**src/rtl/strip_pkg.sv**
```systemverilog
package strip_pkg;
  typedef enum logic [1:0] {
    S_IDLE,
    S_START,
    S_WAIT,
    S_DONE
  } scan_state_e;
endpackage

```
**src/rtl/trig_combine.sv**
```systemverilog
module trig_combine (
  input  logic clk_i,
  input  logic rst_ni,
  input  logic trig_a_i,
  input  logic trig_b_i,
  input  logic and_mode_i,
  output logic trig_rise_o
);
  logic trig, trig_q;

  assign trig = and_mode_i ? (trig_a_i & trig_b_i) : (trig_a_i | trig_b_i);

  always_ff @(posedge clk_i or negedge rst_ni)
    if (!rst_ni) trig_q <= 1'b0;
    else         trig_q <= trig;

  assign trig_rise_o = trig & ~trig_q;

  p_and_needs_both_r1: assert property (@(posedge clk_i) disable iff (!rst_ni)
    (trig_rise_o && and_mode_i) |-> (trig_a_i && trig_b_i));
endmodule

```
**src/rtl/scan_ctrl.sv**
```systemverilog
module scan_ctrl
  import strip_pkg::*;
#(
  parameter int N_CH  = 16,
  parameter int DW    = 8,
  parameter int IDX_W = $clog2(N_CH)
) (
  input  logic             clk_i,
  input  logic             rst_ni,
  input  logic             start_i,
  input  logic             clr_ready_i,
  input  logic [DW-1:0]    thr_i,
  input  logic             adc_done_i,
  input  logic [DW-1:0]    adc_data_i,
  output logic             adc_start_o,
  output logic [IDX_W-1:0] mux_sel_o,
  output logic [DW-1:0]    chg_o [N_CH],
  output logic [IDX_W:0]   peak_idx_o,
  output logic [DW-1:0]    peak_chg_o,
  output logic             ready_o,
  output logic             busy_o
);
  localparam logic [IDX_W:0]   NO_PEAK = '1;
  localparam logic [IDX_W-1:0] LAST_CH = IDX_W'(N_CH - 1);

  scan_state_e     state_q;
  logic [IDX_W-1:0] ch_q;
  logic [DW-1:0]   chg_q [N_CH];
  logic [IDX_W:0]  pk_idx_q;
  logic [DW-1:0]   pk_chg_q;
  logic            ready_q;
  logic [DW-1:0]   sample;

  assign sample = (adc_data_i < thr_i) ? '0 : adc_data_i;

  always_ff @(posedge clk_i or negedge rst_ni) begin
    if (!rst_ni) begin
      state_q  <= S_IDLE;
      ch_q     <= '0;
      pk_idx_q <= NO_PEAK;
      pk_chg_q <= '0;
      ready_q  <= 1'b0;
    end else begin
      if (clr_ready_i) ready_q <= 1'b0;
      unique case (state_q)
        S_IDLE: if (start_i && !ready_q) begin
          ch_q     <= '0;
          pk_idx_q <= NO_PEAK;
          pk_chg_q <= '0;
          state_q  <= S_START;
        end
        S_START: state_q <= S_WAIT;
        S_WAIT: if (adc_done_i) begin
          // strict compare keeps the lowest index on ties
          if (sample > pk_chg_q) begin
            pk_idx_q <= {1'b0, ch_q};
            pk_chg_q <= sample;
          end
          if (ch_q == LAST_CH) state_q <= S_DONE;
          else begin
            ch_q    <= ch_q + 1'b1;
            state_q <= S_START;
          end
        end
        S_DONE: begin
          ready_q <= 1'b1;
          state_q <= S_IDLE;
        end
        default: state_q <= S_IDLE;
      endcase
    end
  end

  for (genvar g = 0; g < N_CH; g++) begin : g_chg
    always_ff @(posedge clk_i or negedge rst_ni)
      if (!rst_ni) chg_q[g] <= '0;
      else if (state_q == S_WAIT && adc_done_i && ch_q == IDX_W'(g)) chg_q[g] <= sample;
    assign chg_o[g] = chg_q[g];
  end

  assign adc_start_o = (state_q == S_START);
  assign mux_sel_o   = ch_q;
  assign peak_idx_o  = pk_idx_q;
  assign peak_chg_o  = pk_chg_q;
  assign ready_o     = ready_q;
  assign busy_o      = (state_q != S_IDLE);

  p_start_pulse_r2: assert property (@(posedge clk_i) disable iff (!rst_ni)
    adc_start_o |=> !adc_start_o);
  p_thr_zero_r4: assert property (@(posedge clk_i) disable iff (!rst_ni)
    (state_q == S_WAIT && adc_done_i && adc_data_i < thr_i) |=> chg_q[$past(ch_q)] == '0);
  p_peak_mono_r5: assert property (@(posedge clk_i) disable iff (!rst_ni)
    (state_q == S_START && $past(state_q) == S_WAIT) |-> pk_chg_q >= $past(pk_chg_q));
  p_ready_clear_r7: assert property (@(posedge clk_i) disable iff (!rst_ni)
    (clr_ready_i && state_q != S_DONE) |=> !ready_q);
  p_no_conv_pending_r8: assert property (@(posedge clk_i) disable iff (!rst_ni)
    ready_q |-> !adc_start_o);
endmodule

```
**src/rtl/host_regs.sv**
```systemverilog
module host_regs #(
  parameter int N_CH  = 16,
  parameter int DW    = 8,
  parameter int AW    = 11,
  parameter int BW    = 5,
  parameter int IDX_W = $clog2(N_CH)
) (
  input  logic             clk_i,
  input  logic             rst_ni,
  input  logic             cs_ni,
  input  logic             rd_ni,
  input  logic             wr_ni,
  input  logic [AW-1:0]    addr_i,
  input  logic [BW-1:0]    base_i,
  input  logic [DW-1:0]    wdata_i,
  input  logic [DW-1:0]    chg_i [N_CH],
  input  logic [IDX_W:0]   peak_idx_i,
  input  logic [DW-1:0]    peak_chg_i,
  output logic [DW-1:0]    rdata_o,
  output logic             oe_o,
  output logic [DW-1:0]    thr_o,
  output logic             and_mode_o,
  output logic             clr_ready_o
);
  localparam int LW = AW - BW;
  localparam logic [LW-1:0] A_PK_IDX = LW'(N_CH);
  localparam logic [LW-1:0] A_PK_CHG = LW'(N_CH + 1);
  localparam logic [LW-1:0] A_THR    = LW'(N_CH + 2);
  localparam logic [LW-1:0] A_MODE   = LW'(N_CH + 3);

  logic          sel, rd_act, rd_q, wr_act;
  logic [LW-1:0] la;
  logic [DW-1:0] rmux;

  assign la     = addr_i[LW-1:0];
  assign sel    = !cs_ni && (addr_i[AW-1:LW] == base_i);
  assign rd_act = sel && !rd_ni;
  assign wr_act = sel && !wr_ni;

  always_ff @(posedge clk_i or negedge rst_ni)
    if (!rst_ni) begin
      thr_o      <= '0;
      and_mode_o <= 1'b0;
      rd_q       <= 1'b0;
    end else begin
      rd_q <= rd_act;
      if (wr_act && la == A_THR)  thr_o      <= wdata_i;
      if (wr_act && la == A_MODE) and_mode_o <= wdata_i[0];
    end

  assign clr_ready_o = rd_act && !rd_q && la == A_PK_IDX;

  always_comb begin
    rmux = '0;
    if (la < LW'(N_CH)) rmux = chg_i[la[IDX_W-1:0]];
    else if (la == A_PK_IDX) rmux = DW'(peak_idx_i);
    else if (la == A_PK_CHG) rmux = peak_chg_i;
    else if (la == A_THR)    rmux = thr_o;
    else if (la == A_MODE)   rmux = DW'(and_mode_o);
  end

  assign oe_o    = rd_act;
  assign rdata_o = rd_act ? rmux : '0;

  p_no_resp_r10: assert property (@(posedge clk_i) disable iff (!rst_ni)
    (cs_ni || addr_i[AW-1:LW] != base_i) |-> (!oe_o && rdata_o == '0));
endmodule

```
**src/rtl/strip_peak_seq.sv**
```systemverilog
module strip_peak_seq #(
  parameter int N_CH  = 16,
  parameter int DW    = 8,
  parameter int AW    = 11,
  parameter int BW    = 5,
  parameter int IDX_W = $clog2(N_CH)
) (
  input  logic             clk_i,
  input  logic             rst_ni,
  input  logic             trig_a_i,
  input  logic             trig_b_i,
  output logic             adc_start_o,
  input  logic             adc_done_i,
  input  logic [DW-1:0]    adc_data_i,
  output logic [IDX_W-1:0] mux_sel_o,
  output logic             clk_en_o,
  output logic             data_ready_o,
  input  logic             bus_cs_ni,
  input  logic             bus_rd_ni,
  input  logic             bus_wr_ni,
  input  logic [AW-1:0]    bus_addr_i,
  input  logic [BW-1:0]    base_i,
  input  logic [DW-1:0]    bus_wdata_i,
  output logic [DW-1:0]    bus_rdata_o,
  output logic             bus_oe_o
);
  logic           trig_rise, and_mode, clr_ready, busy;
  logic [DW-1:0]  thr, peak_chg;
  logic [IDX_W:0] peak_idx;
  logic [DW-1:0]  chg [N_CH];

  trig_combine u_trig (
    .clk_i, .rst_ni, .trig_a_i, .trig_b_i,
    .and_mode_i (and_mode),
    .trig_rise_o(trig_rise)
  );

  scan_ctrl #(.N_CH(N_CH), .DW(DW), .IDX_W(IDX_W)) u_scan (
    .clk_i, .rst_ni,
    .start_i    (trig_rise),
    .clr_ready_i(clr_ready),
    .thr_i      (thr),
    .adc_done_i, .adc_data_i, .adc_start_o, .mux_sel_o,
    .chg_o      (chg),
    .peak_idx_o (peak_idx),
    .peak_chg_o (peak_chg),
    .ready_o    (data_ready_o),
    .busy_o     (busy)
  );

  host_regs #(.N_CH(N_CH), .DW(DW), .AW(AW), .BW(BW), .IDX_W(IDX_W)) u_regs (
    .clk_i, .rst_ni,
    .cs_ni      (bus_cs_ni),
    .rd_ni      (bus_rd_ni),
    .wr_ni      (bus_wr_ni),
    .addr_i     (bus_addr_i),
    .base_i,
    .wdata_i    (bus_wdata_i),
    .chg_i      (chg),
    .peak_idx_i (peak_idx),
    .peak_chg_i (peak_chg),
    .rdata_o    (bus_rdata_o),
    .oe_o       (bus_oe_o),
    .thr_o      (thr),
    .and_mode_o (and_mode),
    .clr_ready_o(clr_ready)
  );

  assign clk_en_o = busy | data_ready_o;

  p_gate_idle_r9: assert property (@(posedge clk_i) disable iff (!rst_ni)
    !clk_en_o |-> (!adc_start_o && !data_ready_o));
endmodule

```
**config.mk**
```make
export PLATFORM = sky130hd
export DESIGN_NAME = strip_peak_seq
export DESIGN_NICKNAME = d
export VERILOG_FILES = /design/src/rtl/strip_pkg.sv /design/src/rtl/trig_combine.sv /design/src/rtl/scan_ctrl.sv /design/src/rtl/host_regs.sv /design/src/rtl/strip_peak_seq.sv
export SDC_FILE = /design/constraint.sdc
export NUM_CORES = 1
export LEC_CHECK = 0
export BUFFER_PORTS_ARGS = -buffer_cell sky130_fd_sc_hd__buf_2
export CORE_MARGIN = 1.5
export CORE_UTILIZATION = 35
export CTS_BUF_LIST = sky130_fd_sc_hd__clkbuf_8
export DETAILED_ROUTE_END_ITERATION = 7
export GPL_TIMING_DRIVEN = 0
export PLACE_DENSITY = 0.48
export SLEW_MARGIN = 30
export SYNTH_ARGS = -nofsm -noshare
export SYNTH_HDL_FRONTEND = slang
export SYNTH_SLANG_ARGS = --single-unit
```
**constraint.sdc**
```tcl
create_clock -name clk_i -period 9.4 [get_ports clk_i]
set_clock_uncertainty 0.2 [all_clocks]
set_input_delay 0.94 -clock clk_i [delete_from_list [all_inputs] [get_ports clk_i]]
set_output_delay 0.94 -clock clk_i [all_outputs]
set_load 0.01 [all_outputs]
```
==> results of run 1 <==
-- area by class of cell --
cell class | instances | area, sq um
flip-flops and latches | 159 | 3990
inverters | 30 | 113
multi-input cells | 407 | 3740
fillers | 2159 | 13400
clock buffers | 17 | 234
clock inverters | 15 | 171
plain buffers | 36 | 176
well taps | 285 | 357
repair buffers | 52 | 293
-- layout by cell type (no fill, tap or decap), types with 3 or more instances in the layout --
master      n
and3_1      3
nor2_1     12
nor2b_1     5
clkbuf_8   17
a221oi_1    3
o211ai_1    4
nand4_1     4
nand2_1    56
nand3_1    18
mux2_2    105
mux2_4      8
buf_6       3
xor2_1      3
buf_2      62
nor2_2     13
o21ai_0    42
inv_8       3
ha_1       19
a21oi_1     9
clkbuf_1   19
xnor2_1     4
dfrtp_1   154
inv_6       6
o21a_1      3
nand2b_1    7
a22oi_1     3
mux4_2     32
inv_1      30
mux2i_1    25
dfstp_2     5
-- kinds of logic after synthesis --
kind of cell	count (synthesis)	share of synthesized area
multiplexers	170	0.285
flip-flops	159	0.500
AND/OR/NAND/NOR	131	0.0781
AO/OA/AOI/OAI	80	0.0635
buffers and inverters	66	0.0362
adder cells (fa/ha/maj)	19	0.0298
XOR/XNOR	7	0.00769
-- synth_stat cells (2+ instances only) --
| library cell | count |
|---|---|
| nor2_1 | 21 |
| a211oi_1 | 2 |
| and3_1 | 3 |
| o21a_1 | 3 |
| nand2_1 | 56 |
| xnor2_1 | 4 |
| or3_1 | 2 |
| mux4_2 | 32 |
| nand2b_1 | 7 |
| clkbuf_1 | 19 |
| a221oi_1 | 3 |
| nor2_2 | 4 |
| nand3_1 | 18 |
| inv_1 | 30 |
| dfstp_2 | 5 |
| ha_1 | 19 |
| nor3_1 | 2 |
| or4_1 | 2 |
| mux2i_1 | 25 |
| a21oi_1 | 9 |
| o21bai_1 | 2 |
| nor2b_1 | 5 |
| xor2_1 | 3 |
| o21ai_0 | 42 |
| a22oi_1 | 3 |
| dfrtp_1 | 154 |
| buf_2 | 12 |
| mux2_2 | 105 |
| buf_6 | 3 |
| nand4_1 | 4 |
| mux2_4 | 8 |
| o211ai_1 | 4 |
-- worst paths after layout --
path | from | end | slack [ns]
min in group clk_i | u_scan.peak_idx_o[2]$_DFFE_PN1P_ | u_scan.peak_idx_o[2]$_DFFE_PN1P_ | 0.27
worst max register to register | u_regs.thr_o[7]$_DFFE_PN0P_ | u_scan.peak_chg_o[1]$_DFFE_PN0P_ | 5.25
max in group asynchronous | rst_ni | u_scan.chg_o[51]$_DFFE_PN0P_ | 7.94
worst min register to register | u_scan.peak_idx_o[2]$_DFFE_PN1P_ | u_scan.peak_idx_o[2]$_DFFE_PN1P_ | 0.27
worst min-delay path | rst_ni | u_scan.chg_o[81]$_DFFE_PN0P_ | 0.23
worst max-delay path | bus_addr_i[0] | bus_rdata_o[1] | 4.82
-- metrics by stage --
stage	instance area (sq um)	setup WS [ns]	util	hold WS [ns]	instances
finish	9060	4.82	0.403	0.227	1001
global placement	8590	4.68	0.382	0.258	968
floorplan	7980	5.54	-	0.244	632
global route	9060	4.68	0.403	0.280	1001
CTS	9060	4.80	0.403	0.273	1001
detailed placement	8660	4.58	0.385	0.257	969
-- sequential cells by signal, summed over array words and instances (netlist names) --
| signal | flops |
|---|---|
| u_scan.chg_o | 128 |
| u_regs.thr_o | 8 |
| u_scan.peak_chg_o | 8 |
| u_scan.peak_idx_o | 5 |
| u_scan.mux_sel_o | 4 |
| u_scan.state_q | 2 |
| u_regs.and_mode_o | 1 |
| u_regs.rd_q | 1 |
| u_scan.ready_o | 1 |
| u_trig.trig_q | 1 |
-- power by group through the flow --
| stage | clock, mW | combinational, mW | sequential (mW) |
|---|---|---|---|
| after CTS | 0.548 | 0.296 | 0.816 |
| after global routing | 0.581 | 0.329 | 0.827 |
| after global placement | 0 | 0.283 | 0.824 |
| final | 0.535 | 0.295 | 0.816 |
| after floorplan | 0 | 0.195 | 0.817 |
| after detailed placement | 0 | 0.295 | 0.830 |
-- metal layers --
metal / GRT usage / vias up / part of all wire / wire (um)
li1: - / 2408 / - / -
met1: 0.272 / 2818 / 0.47 / 10500
met2: 0.322 / 106 / 0.47 / 10500
met3: 0.0364 / 28 / 0.039 / 857
met4: 0.0583 / 0 / 0.018 / 391
met5: 0 / - / 0 / 0
==> results.md, run 1 <==
* Fmax at about 0.22 GHz
* Final GP Congestion at between 0.8 and 0.9
* Status: completed
* First-pass detailed-route iteration total at 4
* # setup viols final at 0
* Post-CTS Setup Bufs at 0
* Core area at between 20000 and 25000 sq um
* Post-route DRC violation count at 0
* Top_reg_cell synth: dfrtp_1
* Post-CTS sizing at 0
* Synth Register Bits at 159
* Worst setup EP type: primary output
* Routed wire length per instance at around 22 um
* First-pass GRT wire length at around 35000 um
* Final Cycle Share at 0.487
* Total CTS buffers at 17
* # H-tree levels at 4
* Post-Route WL at 22300 um
* Slowest cell on the critical path: buf_2
* Yosys top cell area share at 0.483
* Clk root buf: clkbuf_8
* Hold WC Path Type: primary input to async pin
* Period minus WS final at around 4.6 ns
* Sequential-to-total area share from yosys stat at 0.500
* Initial antenna violation count at 0
* Synth warn at 0
* Layout cells sized above 1 at 0.378
* CP delay by family, top: buffers and inverters
* Mean Syn Cell Area at ~13 sq um
* Via count at ~5.4k
* Full die area at ~24000 sq um
* Slew @ Worst Pin at about 0.76 ns
* Cell mode on critical path: buf_2
* CP max FO at 10
* Largest net degree at the start of global routing at 83
* Clock buffer depth at 2
* Internal power at around 1.1 mW
* CP Launch Type: primary input
* Slew margin rel. at 0.491
* Fin. Hold Viols at 0
* RSZ-0062 raised after global routing: false
* Antenna Nets Post-Route at 0
* Sw frac at 0.308
* Mapped Nets at slightly below 700
* Die Y at about 150 um
* Antenna diodes at 0
* CTS tree: yes
* Synth async-reset ratio at 1.00
* Avg Vias per Cell at ~5.4
* Switch Pwr at 0.507 mW
* Max Transition Viols Final at 0
* VDD IR max at between 0.08 and 0.09 mV
* Worst EP arrival at about 3.4 ns
* Clk Latency, worst-skew pair at ~0.47 ns
* Clock Pin Slew Worst Setup and Hold Paths at 0.09 ns
* Unique cell type count in the Yosys netlist at 53
* Setup TNS at 0 ns
* Reg2Reg Depth at 14
* Io pins at 56
* Area Overhead vs Synth at 13.6%
* Leakage power total at 4.20 nW
* Port Buf Inserts at 51
* Standard-cell rows at 55
* Worst Path Buf+Inv at 5
* CP Class: primary input to primary output
* Sequential power share at 0.496
* Initial Util at 0.354
* # nets final at between 700 and 800
* Post-synth EDFFs at 0
* Yosys top cell by area: dfrtp_1
* Tot Pwr at between 1.5 and 2 mW
* Placed wire-length estimate at between 15000 and 20000 um
* Clock Power Share at 0.325
* Stages on the worst setup path at 9
* PD cells at 182 nW/um^2
* Maxcap violations at 0
* Critical Path RT at roughly 8.3 ns
* Post-Syn Area at ~8000 sq um
* Num Clock Sinks at approximately 160
* Synthesized netlist cell count at 632
* DRT iter0 DRCs at 291
* GRT Overall Usage at 0.199
* Die Wd at 154 um
* Combinational share of power at 0.179
* Top cells by area, synth: dfrtp_1 48%, mux2_2 15%, mux4_2 9.0%
* Hold Buf Count CTS at 0
* Gr ovfl total at 0
* Max incr delay on CP at 0.43 ns
* Critical path cell sequence: buf_2, buf_2, buf_2, buf_2, o21ai_0, o21ai_0, nand3_1, a31oi_1, buf_2
* Vias in the first global route at about 5.7k
(Power assumes the default switching activity.)
==> inputs of run 2 (changes only) <==
--- a/config.mk
+++ b/config.mk
@@ -11,7 +11,7 @@
 export CTS_BUF_LIST = sky130_fd_sc_hd__clkbuf_8
 export DETAILED_ROUTE_END_ITERATION = 7
 export GPL_TIMING_DRIVEN = 0
-export PLACE_DENSITY = 0.48
+export PLACE_DENSITY = 0.5
 export SLEW_MARGIN = 30
 export SYNTH_ARGS = -nofsm -noshare
 export SYNTH_HDL_FRONTEND = slang
==> constraint.sdc (replaced) <==
create_clock -name clk_i -period 4 [get_ports clk_i]
set_clock_uncertainty 0.2 [all_clocks]
set_input_delay 0.4 -clock clk_i [delete_from_list [all_inputs] [get_ports clk_i]]
set_output_delay 0.4 -clock clk_i [all_outputs]
set_load 0.01 [all_outputs]
==> results.md, run 2 (synthesis results as in run 1) <==
* Status: completed (unchanged)
* Final WS setup at 0.263 ns (was 4.82 ns)
* Slew @ Worst Pin at 1.04 ns (was 0.761 ns)
* Port Buf Inserts at 51 (unchanged)
* Setup WS pre-CTS at -0.231 ns (was 4.58 ns)
* Avg Vias per Cell at 5.28 (was 5.35)
* Fmax at about 0.27 GHz
* Slew margin rel. at 0.304 (was 0.491)
* RSZ-0062 raised after global routing: false (unchanged)
* Fin. Hold Viols at 0 (unchanged)
* Clock Pin Slew Worst Setup and Hold Paths at 0.09 ns (about the same)
* Util after Layout at 0.408 (was 0.403)
* Final Cycle Share at 0.934
* First-pass GRT wire length at 34100 um (was 34900 um)
* Post-route DRC violation count at 0 (unchanged)
* # H-tree levels at 4 (unchanged)
* DP Cell Count at 969 (unchanged)
* Antenna Nets Post-Route at 0 (unchanged)
* DRT iter0 DRCs at 312 (was 291)
* Clock Power Share at 0.324 (was 0.325)
* Area Overhead vs Synth at 15.1% (was 13.6%)
* Layout cells sized above 1 at 0.374 (was 0.378)
* Clock buffer depth at 2 (unchanged)
* R2R setup slack at 0.26 ns (was 5.25 ns)
* Dpl cell area at 8650 sq um (was 8660 sq um)
* Final GP Congestion at 0.861 (was 0.853)
* Vias in the first global route at 5672 (was 5747)
* PD cells at 423 nW/um^2 (was 182 nW/um^2)
* Non-Filler Instances at 1006 (was 1001)
* CP Launch Type: register (was primary input)
* Routed wire length per instance at 21.6 um (was 22.2 um)
* Initial antenna violation count at 1 (was 0)
* Tot Pwr at 3.89 mW (was 1.65 mW)
* Max Transition Viols Final at 0 (unchanged)
* Die Y at 154 um (unchanged)
* Initial Util at 0.354 (unchanged)
* GRT Overall Usage at 0.194 (was 0.199)
* Largest net degree at the start of global routing at 86 (was 83)
* Critical Path RT at 4.17 ns (was 8.26 ns)
* Worst setup EP type: register (was primary output)
* CP max FO at 10 (unchanged)
* Gr ovfl total at 0 (unchanged)
* Tightest hold margin at 0.0266 ns (was 0.227 ns)
* Maxcap violations at 0 (unchanged)
* Antenna diodes at 0 (unchanged)
* Placed wire-length estimate at 16000 um (was 16200 um)
* Via count at 5313 (was 5360)
* Fillers at 2141 (was 2159)
* Setup TNS at 0 ns (unchanged)
* Standard-cell rows at 55 (unchanged)
* Num Clock Sinks at 159 (unchanged)
* Max incr delay on CP at 0.43 ns (about the same)
* Combinational share of power at 0.181 (was 0.179)
* Full die area at 23700 sq um (unchanged)
* Clk root buf: clkbuf_8 (unchanged)
* Core area at 22500 sq um (unchanged)
* Internal power at 2.70 mW (was 1.14 mW)
* Clk Latency, worst-skew pair at 0.46 ns (was 0.47 ns)
* Critical path cell sequence: inv_1, ha_1, a2111oi_4, o31ai_4, clkbuf_4, nand2_1, inv_1, buf_2, ha_1, nand3_1, a211o_1, a21oi_4, buf_6, mux2i_1 (was buf_2, buf_2, buf_2, buf_2, o21ai_0, o21ai_0, nand3_1, a31oi_1, buf_2)
* # nets final at 767 (was 762)
* Post-Route WL at 21700 um (was 22300 um)
* Slowest cell on the critical path: dfrtp_1 (was buf_2)
* Io pins at 56 (unchanged)
* Most frequent cells in the layout: 154 x dfrtp_1, 105 x mux2_2, 61 x buf_2, 55 x nand2_1, 42 x o21ai_0 (was 154 x dfrtp_1, 105 x mux2_2, 62 x buf_2, 56 x nand2_1, 42 x o21ai_0)
* Max FFs per register at 128 (unchanged)
* Fin area at 9180 sq um (was 9060 sq um)
* # setup viols final at 0 (unchanged)
* CP Class: register to register (was primary input to primary output)
* Period minus WS final at 3.74 ns
* VDD IR max at 0.207 mV (was 0.0850 mV)
* Total CTS buffers at 17 (unchanged)
* Leakage power total at 4.25 nW (was 4.20 nW)
* Worst EP arrival at 3.91 ns (was 3.44 ns)
* Die Wd at 154 um (unchanged)
* Hold WC Path Type: primary input to register (was primary input to async pin)
* Commonest non-fill, non-tap cell in the layout: dfrtp_1 (unchanged)
* Sw frac at 0.305 (was 0.308)
* CTS tree: yes (unchanged)
* Switch Pwr at 1.18 mW (was 0.507 mW)
* First-pass detailed-route iteration total at 4 (unchanged)
* Sequential power share at 0.495 (was 0.496)
-- run 2: per-layer routing --
metal / share of wire / routed length, um / up-vias / global-route usage
li1: - / - / 2422 / -
met1: 0.46 / 10100 / 2767 / 0.265
met2: 0.48 / 10500 / 102 / 0.320
met3: 0.037 / 797 / 22 / 0.0364
met4: 0.017 / 361 / 0 / 0.0490
met5: 0 / 0 / - / 0
-- run 2: final timing paths --
kind	from	endpoint	cells past startpoint
max	u_regs.thr_o[1]$_DFFE_PN0P_	u_scan.peak_chg_o[4]$_DFFE_PN0P_	14
min	adc_data_i[1]	u_scan.peak_chg_o[1]$_DFFE_PN0P_	3
max reg2reg	u_regs.thr_o[1]$_DFFE_PN0P_	u_scan.peak_chg_o[4]$_DFFE_PN0P_	14
min reg2reg	u_scan.peak_idx_o[2]$_DFFE_PN1P_	u_scan.peak_idx_o[2]$_DFFE_PN1P_	2
max in group asynchronous	rst_ni	u_scan.chg_o[59]$_DFFE_PN0P_	3
min in group asynchronous	rst_ni	u_scan.mux_sel_o[3]$_DFFE_PN0P_	2
-- run 2: critical path: cells and delay by family, from the launching register on --
kind / cells / cell delay, ns
buf+inv: 5 / 0.81
mux: 1 / 0.24
compound gates: 4 / 1.05
fa+ha+maj: 2 / 0.62
simple gates: 2 / 0.27
flops: 1 / 0.43
-- run 2: power by group through the flow --
stage	sequential, mW	combinational [mW]	clock, mW
6_report	1.92	0.704	1.26
5_1_grt	1.95	0.788	1.36
4_1_cts	1.92	0.705	1.29
3_5_place_dp	1.95	0.692	0
3_3_place_gp	1.94	0.660	0
2_1_floorplan	1.92	0.457	0
-- run 2: final cells by class --
type	count	area (sq um)	area share
buffer	32	164	0.0178
sequential	159	3990	0.434
timing repair buffer	61	383	0.0417
clock inverter	14	168	0.0183
clock buffer	18	248	0.0270
multi-input combinational	407	3770	0.410
tap	285	357	0.0388
inverter	30	113	0.0123
-- run 2: what timing repair did --
item	CTS	global route
setup endpoints to repair	12	13
gates resized for setup	3	4
hold buffers	9	0
pin swaps	0	1
cloned	0	0
buffers inserted	0	0
endpoints found under the hold margin	83	0
